### config.mk
export PLATFORM = sky130hd
export DESIGN_NAME = srp_pulse_gen
export DESIGN_NICKNAME = d
export VERILOG_FILES = /design/src/rtl/srp_pkg.sv /design/src/rtl/srp_vbus_sync.sv /design/src/rtl/srp_pulse_timer.sv /design/src/rtl/srp_irq_arm.sv /design/src/rtl/srp_pulse_gen.sv
export SDC_FILE = /design/constraint.sdc
export NUM_CORES = 1
export LEC_CHECK = 0
export BUFFER_PORTS_ARGS = -buffer_cell sky130_fd_sc_hd__buf_2
export CORE_UTILIZATION = 40
export CTS_CLUSTER_DIAMETER = 60
export DETAILED_ROUTE_END_ITERATION = 16
export GPL_TIMING_DRIVEN = 0
export PLACE_DENSITY = 0.58
export SETUP_SLACK_MARGIN = 0.4
export SLEW_MARGIN = 30
export SYNTH_ARGS = -nofsm -noshare
export SYNTH_HDL_FRONTEND = slang
export SYNTH_HIERARCHICAL = 1
export SYNTH_SLANG_ARGS = --single-unit
### constraint.sdc
create_clock -name clk -period 3.5 [get_ports clk]
set_input_delay 0.7 -clock clk [delete_from_list [all_inputs] [get_ports clk]]
set_output_delay 0.7 -clock clk [all_outputs]
set_load 0.02 [all_outputs]
### src/rtl/srp_pkg.sv
package srp_pkg;

   typedef enum logic {
      SRP_IDLE  = 1'b0,
      SRP_PULSE = 1'b1
   } srp_state_t;

   function automatic int unsigned srp_cycles(input int unsigned cyc_per_ms,
                                              input int unsigned ms);
      return cyc_per_ms * ms;
   endfunction

   function automatic int unsigned srp_cnt_width(input int unsigned n);
      return (n < 2) ? 1 : $clog2(n);
   endfunction

endpackage

### src/rtl/srp_vbus_sync.sv
module srp_vbus_sync #(
   parameter int unsigned STAGES = 2
) (
   input  logic clk,
   input  logic rst_n,
   input  logic d,
   output logic q
);

   generate
      if (STAGES == 0) begin : g_bypass
         assign q = d;
      end else begin : g_chain
         logic [STAGES-1:0] chain;
         always_ff @(posedge clk or negedge rst_n) begin
            if (!rst_n) chain <= '0;
            else if (STAGES == 1) chain <= d;
            else chain <= {chain[STAGES-2:0], d};
         end
         assign q = chain[STAGES-1];
      end
   endgenerate

endmodule

### src/rtl/srp_pulse_timer.sv
module srp_pulse_timer #(
   parameter int unsigned CYCLES = 28
) (
   input  logic clk,
   input  logic rst_n,
   input  logic launch,
   output logic active,
   output logic last
);
   import srp_pkg::*;

   localparam int unsigned CW = srp_cnt_width(CYCLES);
   localparam logic [CW-1:0] LAST_CNT = CW'(CYCLES - 1);

   srp_state_t     state;
   logic [CW-1:0]  cnt;

   assign active = (state == SRP_PULSE);
   assign last   = active && (cnt == LAST_CNT);

   always_ff @(posedge clk or negedge rst_n) begin
      if (!rst_n) begin
         state <= SRP_IDLE;
         cnt   <= '0;
      end else begin
         unique case (state)
            SRP_IDLE: begin
               cnt <= '0;
               if (launch) state <= SRP_PULSE;
            end
            SRP_PULSE: begin
               if (cnt == LAST_CNT) begin
                  state <= SRP_IDLE;
                  cnt   <= '0;
               end else begin
                  cnt <= cnt + 1'b1;
               end
            end
            default: state <= SRP_IDLE;
         endcase
      end
   end

endmodule

### src/rtl/srp_irq_arm.sv
module srp_irq_arm (
   input  logic clk,
   input  logic rst_n,
   input  logic pulse_end,
   input  logic launch,
   input  logic vbus_s,
   output logic irq
);

   logic armed;

   always_ff @(posedge clk or negedge rst_n) begin
      if (!rst_n) begin
         armed <= 1'b0;
         irq   <= 1'b0;
      end else begin
         irq <= 1'b0;
         if (launch) begin
            armed <= 1'b0;
         end else if (pulse_end) begin
            armed <= 1'b1;
         end else if (armed && vbus_s) begin
            armed <= 1'b0;
            irq   <= 1'b1;
         end
      end
   end

endmodule

### src/rtl/srp_pulse_gen.sv
module srp_pulse_gen #(
   parameter int unsigned CLK_PER_MS      = 60000,
   parameter int unsigned PULSE_MS        = 7,
   parameter int unsigned MIN_MS          = 5,
   parameter int unsigned MAX_MS          = 10,
   parameter int unsigned SYNC_STAGES     = 2,
   parameter bit          PULLUP_ACT_HIGH = 1'b1
) (
   input  logic clk,
   input  logic rst_n,
   input  logic start_wr,
   input  logic vbus_valid,
   output logic start_bit,
   output logic pulse_active,
   output logic pullup_en,
   output logic vbus_irq
);
   import srp_pkg::*;

   localparam int unsigned PULSE_CYC = srp_cycles(CLK_PER_MS, PULSE_MS);
   localparam int unsigned MIN_CYC   = srp_cycles(CLK_PER_MS, MIN_MS);
   localparam int unsigned MAX_CYC   = srp_cycles(CLK_PER_MS, MAX_MS);

   generate
      if (CLK_PER_MS < 1) begin : g_bad_clk
         $error("srp_pulse_gen: CLK_PER_MS must be at least 1");
      end
      if (PULSE_CYC <= MIN_CYC || PULSE_CYC >= MAX_CYC) begin : g_bad_len
         $error("srp_pulse_gen: pulse length outside the allowed window");
      end
      if (SYNC_STAGES > 4) begin : g_bad_sync
         $error("srp_pulse_gen: SYNC_STAGES above 4 not supported");
      end
   endgenerate

   logic active_q;
   logic last_cyc;
   logic launch;
   logic vbus_s;
   logic start_q;

   assign launch = start_wr && !active_q;

   srp_pulse_timer #(.CYCLES(PULSE_CYC)) u_timer (
      .clk    (clk),
      .rst_n  (rst_n),
      .launch (launch),
      .active (active_q),
      .last   (last_cyc)
   );

   srp_vbus_sync #(.STAGES(SYNC_STAGES)) u_sync (
      .clk   (clk),
      .rst_n (rst_n),
      .d     (vbus_valid),
      .q     (vbus_s)
   );

   srp_irq_arm u_arm (
      .clk       (clk),
      .rst_n     (rst_n),
      .pulse_end (last_cyc),
      .launch    (launch),
      .vbus_s    (vbus_s),
      .irq       (vbus_irq)
   );

   always_ff @(posedge clk or negedge rst_n) begin
      if (!rst_n)        start_q <= 1'b0;
      else if (launch)   start_q <= 1'b1;
      else if (last_cyc) start_q <= 1'b0;
   end

   assign start_bit    = start_q;
   assign pulse_active = active_q;

   generate
      if (PULLUP_ACT_HIGH) begin : g_pu_high
         assign pullup_en = active_q;
      end else begin : g_pu_low
         assign pullup_en = !active_q;
      end
   endgenerate

endmodule

; Yosys cells after proc, flatten, opt, wreduce, memory -nomap -nowiden
; Cells that the tools add are included.
[classes]
n_addsub = 1
n_eq_ne = 1
n_mux = 13
bitwise = 1
reduce_logical = 6
[ops]
columns = op, count
row1 = case mux 19 bit (2 select lines), 1
row2 = adder 19 x 1 -> 19 bit (second input constant), 1
row3 = == test 19 bit (second input constant), 1
row4 = two-way mux 19 bit, 1
row5 = two-way mux 1 bit, 10
row6 = logical AND 1 bit, 3
row7 = nonzero test 3 bit, 1
row8 = case mux 1 bit (2 select lines), 1
row9 = nonzero test 2 bit, 1
row10 = zero test 1 bit, 1
row11 = inverter 1 bit, 1
[totals]
register_bits = 25
inputBits = 4
output_inout_bits = 4
elab_cells = 28

; Depth between registers and ports, before layout
[logic_depth]
ltp_word = 4
mapped_depth = 6
ltp_nobuf = 6

; By module
; Netlist, hierarchy kept.
[by_module_without_submodules]
columns = module, n_inst, cells_each, area_per_inst_um2, seq_area_each_um2
row1 = srp_pulse_timer, 1, 112, 1088.5, 500.5
row2 = srp_irq_arm, 1, 7, 77.6, 50.0
row3 = srp_pulse_gen, 1, 5, 57.6, 25.0
row4 = srp_vbus_sync, 1, 2, 50.0, 50.0

; Worst setup path after synthesis
; OpenSTA, ideal clock, no wires.
[synth_timing]
path_kind = register -> register
from = reg u_timer.cnt[0]
to = reg start_q (netlist: start_bit)
setup_time_ns = 0.118
t_arrival_ns = 1.547
t_required_ns = 3.382
slack_ns = 1.835
stages_incl_launch_ff = 7
path_buffers = 0
synth_period_minus_slack_ns = 1.665
cell_sequence = dfrtp_1 > ha_1 > and4_1 > nand4_1 > nor3_1 > inv_1 > a21o_1
[synth_via]
elab_chain_len = 3
[synth_lines]
columns = item, line
row1 = start: declaration, srp_pulse_timer.sv:16  ; logic [CW-1:0] cnt;
row2 = start signal: assignment, srp_pulse_timer.sv:36  ; cnt <= cnt + 1'b1;
row3 = == test 19 bit, srp_pulse_timer.sv:19  ; assign last = active && (cnt == LAST_CNT);
row4 = logical AND 1 bit, srp_pulse_timer.sv:19
row5 = via last_cyc, srp_pulse_gen.sv:37  ; logic last_cyc;
row6 = nonzero test 2 bit (no source line), --
row7 = end signal: assignment, srp_pulse_gen.sv:69  ; if (!rst_n) start_q <= 1'b0;
row8 = end signal: assignment, srp_pulse_gen.sv:70  ; else if (launch) start_q <= 1'b1;
row9 = end signal: assignment, srp_pulse_gen.sv:71  ; else if (last_cyc) start_q <= 1'b0;
row10 = end: declaration, srp_pulse_gen.sv:40  ; logic start_q;
; The timed path passes the listed nets, and every way through them passes these cells.
; A chain may end at the register's enable or synchronous reset.

; Worst setup path after layout
[layout_timing]
from = reg u_timer.cnt[0]
to = reg u_timer.cnt[14]
[layout_via]
elab_chain_len = 3
elab_cells_between_ends = 4
cone_classes = add/sub (1) / eq/ne (1) / mux (2)
[layout_lines]
columns = item, line
row1 = adder 19 x 1 -> 19 bit or == test 19 bit (tied branches), "srp_pulse_timer.sv:36, srp_pulse_timer.sv:32"
row2 = two-way mux 19 bit *, srp_pulse_timer.sv:32  ; if (cnt == LAST_CNT) begin
row3 = case mux 19 bit (2 select lines) *, srp_pulse_timer.sv:26  ; unique case (state)
; Mark *: on every way between the ends. The rest lies on a longest branch, timed or not.

==> impl_metrics.tcl <==
set metrics [dict create \
    start_util_pct 42.1 \
    gr-total-overflow 0 \
    path_cells "ha_1 -> and4_1 -> nand4_1 -> o21ai_2 -> buf_2 -> nor2_1" \
    synth_ff_type "dfrtp_1" \
    core_mm2 0.00303 \
    syn_nets 131 \
    num_rows 20 \
    place_inst 177 \
    fp.dieArea_mm2 0.00341 \
    nets 143 \
    finClkSkew_ps 12.9 \
    pin_count 8 \
    crit_buf_inv 1 \
    root_buffer "clkbuf_4" \
    via_count 933 \
    yosys-top-cells-area "dfrtp_1 49%, xnor2_1 8.3%, nor2_1 6.5%" \
    crit_fanout 10 \
    synth-seq-area-share_pct 49.1 \
    wl_per_cell_um 13.1 \
    instances_no_fill 181 \
    syn_area_mm2 0.00127 \
    r2r_cells 6 \
    syn_avg_cell_area_um2 10.1 \
    gp_congestion 0.781 \
    report.final.slew_viol_count 0 \
    clock_sinks 25 \
    vias_per_cell 5.15 \
    area_growth_pct 9.14 \
    cp_slowest_stage_delay_ps 440 \
    clk_latency_ps 320 \
    antenna_found_initial 0 \
    die_y_um 58.4 \
    dp_hpwl_um 1700 \
    yosysWarnings 6 \
    timing.rr.end "u_timer/cnt[14]" \
    setup.worst_path.end_class "flip-flop" \
    finalSetupTns_ps 0 \
    post_cts_resized 0 \
    path_clk_slew_ps 140 \
    final_util_pct 45.9 \
    synth_area_leader_cell "dfrtp_1" \
    crit-reg2reg-launch "u_timer/cnt[0]" \
    cts_buffers 3 \
    synthArstFlopShare_pct 100 \
    synth-edff-count 0 \
    syn_inst 126 \
    r2r_slack_ps 1540 \
    p_per_area_mw_per_mm2 421 \
    crit_type "flip-flop to flip-flop" \
    grt_pass1_wl_um 4120 \
    cpLargestDelayFamily "simple AND/OR/NAND/NOR gates" \
    yosys.area.top_type_share_pct 49.1 \
    postRouteAntennaNets 0 \
    setup_ws_ps 1540 \
    cts_tree "built" \
    drt_iter0_markers 46 \
    p_leak_nw 0.588 \
    drc_errors 0 \
    tightestPinTransition_ps 544 \
    io_buffers 7 \
    startpoint "u_timer/cnt[0]" \
    htreeDepth 1 \
    period_minus_slack_ps 1960 \
    startpoint_type "flip-flop" \
    fmax_mhz 509 \
    ys_seq_elements 25 \
    grt_max_degree 26 \
    drive_gt1_share_pct 16.1 \
    layout_worst_path_cycle_share_pct 56.1 \
    grt_pass1_vias 894 \
    cp.arrival_ps 2170 \
    rsz0062_at_grt "no" \
    finalHoldViolCount 0 \
    maxSlewHeadroom_pct 63.7 \
    vdd_drop_max_mv 0.256 \
    routed_wl_um 2360 \
    crit_cells 6 \
    grtUsageTotal_pct 16.3 \
    endpoint "u_timer/cnt[14]" \
    diodes 0 \
    max-clock-path-buffers 2 \
    hold_buffers 0 \
    post_cts.repair.setup_buffers 0 \
    final-setup-viol-count 0 \
    dr.pass1.iters 4 \
    hold_path.class "input pin to async pin" \
    cpMaxStageDelayCell "dfrtp_1" \
    required_ps 3710 \
    fill_cells 304 \
    status "completed" \
    synthDistinctLibCells 32 \
    drv_cap 0 \
    die_w_um 58.4 \
    pre_cts_ws_ps 1550 \
]
## worst min path at each step
stage | start | cells past startpoint | to | slack (ps)
after floorplan | u_sync/g_chain.chain[0] | 0 | u_sync/g_chain.chain[1] | 330
after global placement | u_sync/g_chain.chain[0] | 0 | u_sync/g_chain.chain[1] | 330
after detailed placement | u_sync/g_chain.chain[0] | 0 | u_sync/g_chain.chain[1] | 340
after CTS | rst_n | 1 | u_timer/cnt[5] | 360
after global routing | rst_n | 1 | u_timer/cnt[5] | 370
final | rst_n | 1 | u_timer/cnt[6] | 340
## metrics by stage
stage | area, um^2 | hold WS [ps] | power (mW)
after global routing | 1390 | 370 | 0.624
after detailed placement | 1360 | 337 | 0.462
after CTS | 1390 | 357 | 0.592
after floorplan | 1270 | 331 | 0.431
final | 1390 | 339 | 0.585
after global placement | 1360 | 334 | 0.460
## report_power, final
group | internal [mW] | total, mW | switching, mW
registers | 0.316 | 0.347 | 0.0316
clock network | 0.0446 | 0.128 | 0.0836
logic | 0.0401 | 0.110 | 0.0694
## synth_stat cells, types with 2 or more instances
| library cell | instances |
|---|---|
| nor2_1 | 22 |
| nand3_1 | 7 |
| nor4_1 | 5 |
| dfrtp_1 | 25 |
| nand4_1 | 5 |
| nand2_1 | 9 |
| nor3_1 | 7 |
| inv_1 | 5 |
| and4_1 | 2 |
| buf_2 | 3 |
| xnor2_1 | 12 |
| xor2_1 | 3 |
| nand4_4 | 2 |
## cell families after synthesis
family | count (synthesis) | share of synthesized area, %
flip-flops | 25 | 49.1
AO/OA/AOI/OAI | 6 | 3.73
XOR/XNOR | 15 | 10.3
AND/OR/NAND/NOR | 69 | 32.2
adder cells (fa/ha/maj) | 1 | 0.982
buffers and inverters | 10 | 3.63
## per-layer routing
layer | GRT usage, % | routed length (um) | up-vias
li1 | - | - | 458
met1 | 22.3 | 1190 | 456
met2 | 25.8 | 1060 | 17
met3 | 4.62 | 86 | 2
met4 | 4.08 | 19 | 0
met5 | 0 | 0 | -
## cells in the final DEF, fill, tap and decap left out, drive strengths merged, types with 2 or more instances in the layout
cell and n:
xor2 3, nand2 9, dfrtp 25, nor2 22, xnor2 12, nor3 7, inv 5, buf 11
a21oi 2, nor4 7, nand3 7, and4 2, nand4 7, clkbuf 5
## final cells by class
class                      instances  area [um^2]  area share, %
tap                               44         55.1           3.96
clock buffer                       4         26.3           1.89
multi-input combinational         91          602           43.3
sequential                        25          626           45.0
buffer                             5         27.5           1.98
timing repair buffer               7         35.0           2.52
inverter                           5         18.8           1.35
## registers in the layout, summed over array words and instances (netlist names)
name                  cells
start_bit                 1
u_arm/irq                 1
u_timer/active            1
u_arm/armed               1
u_timer/cnt              19
u_sync/g_chain.chain      2
Power figures use the tool's default switching activity.
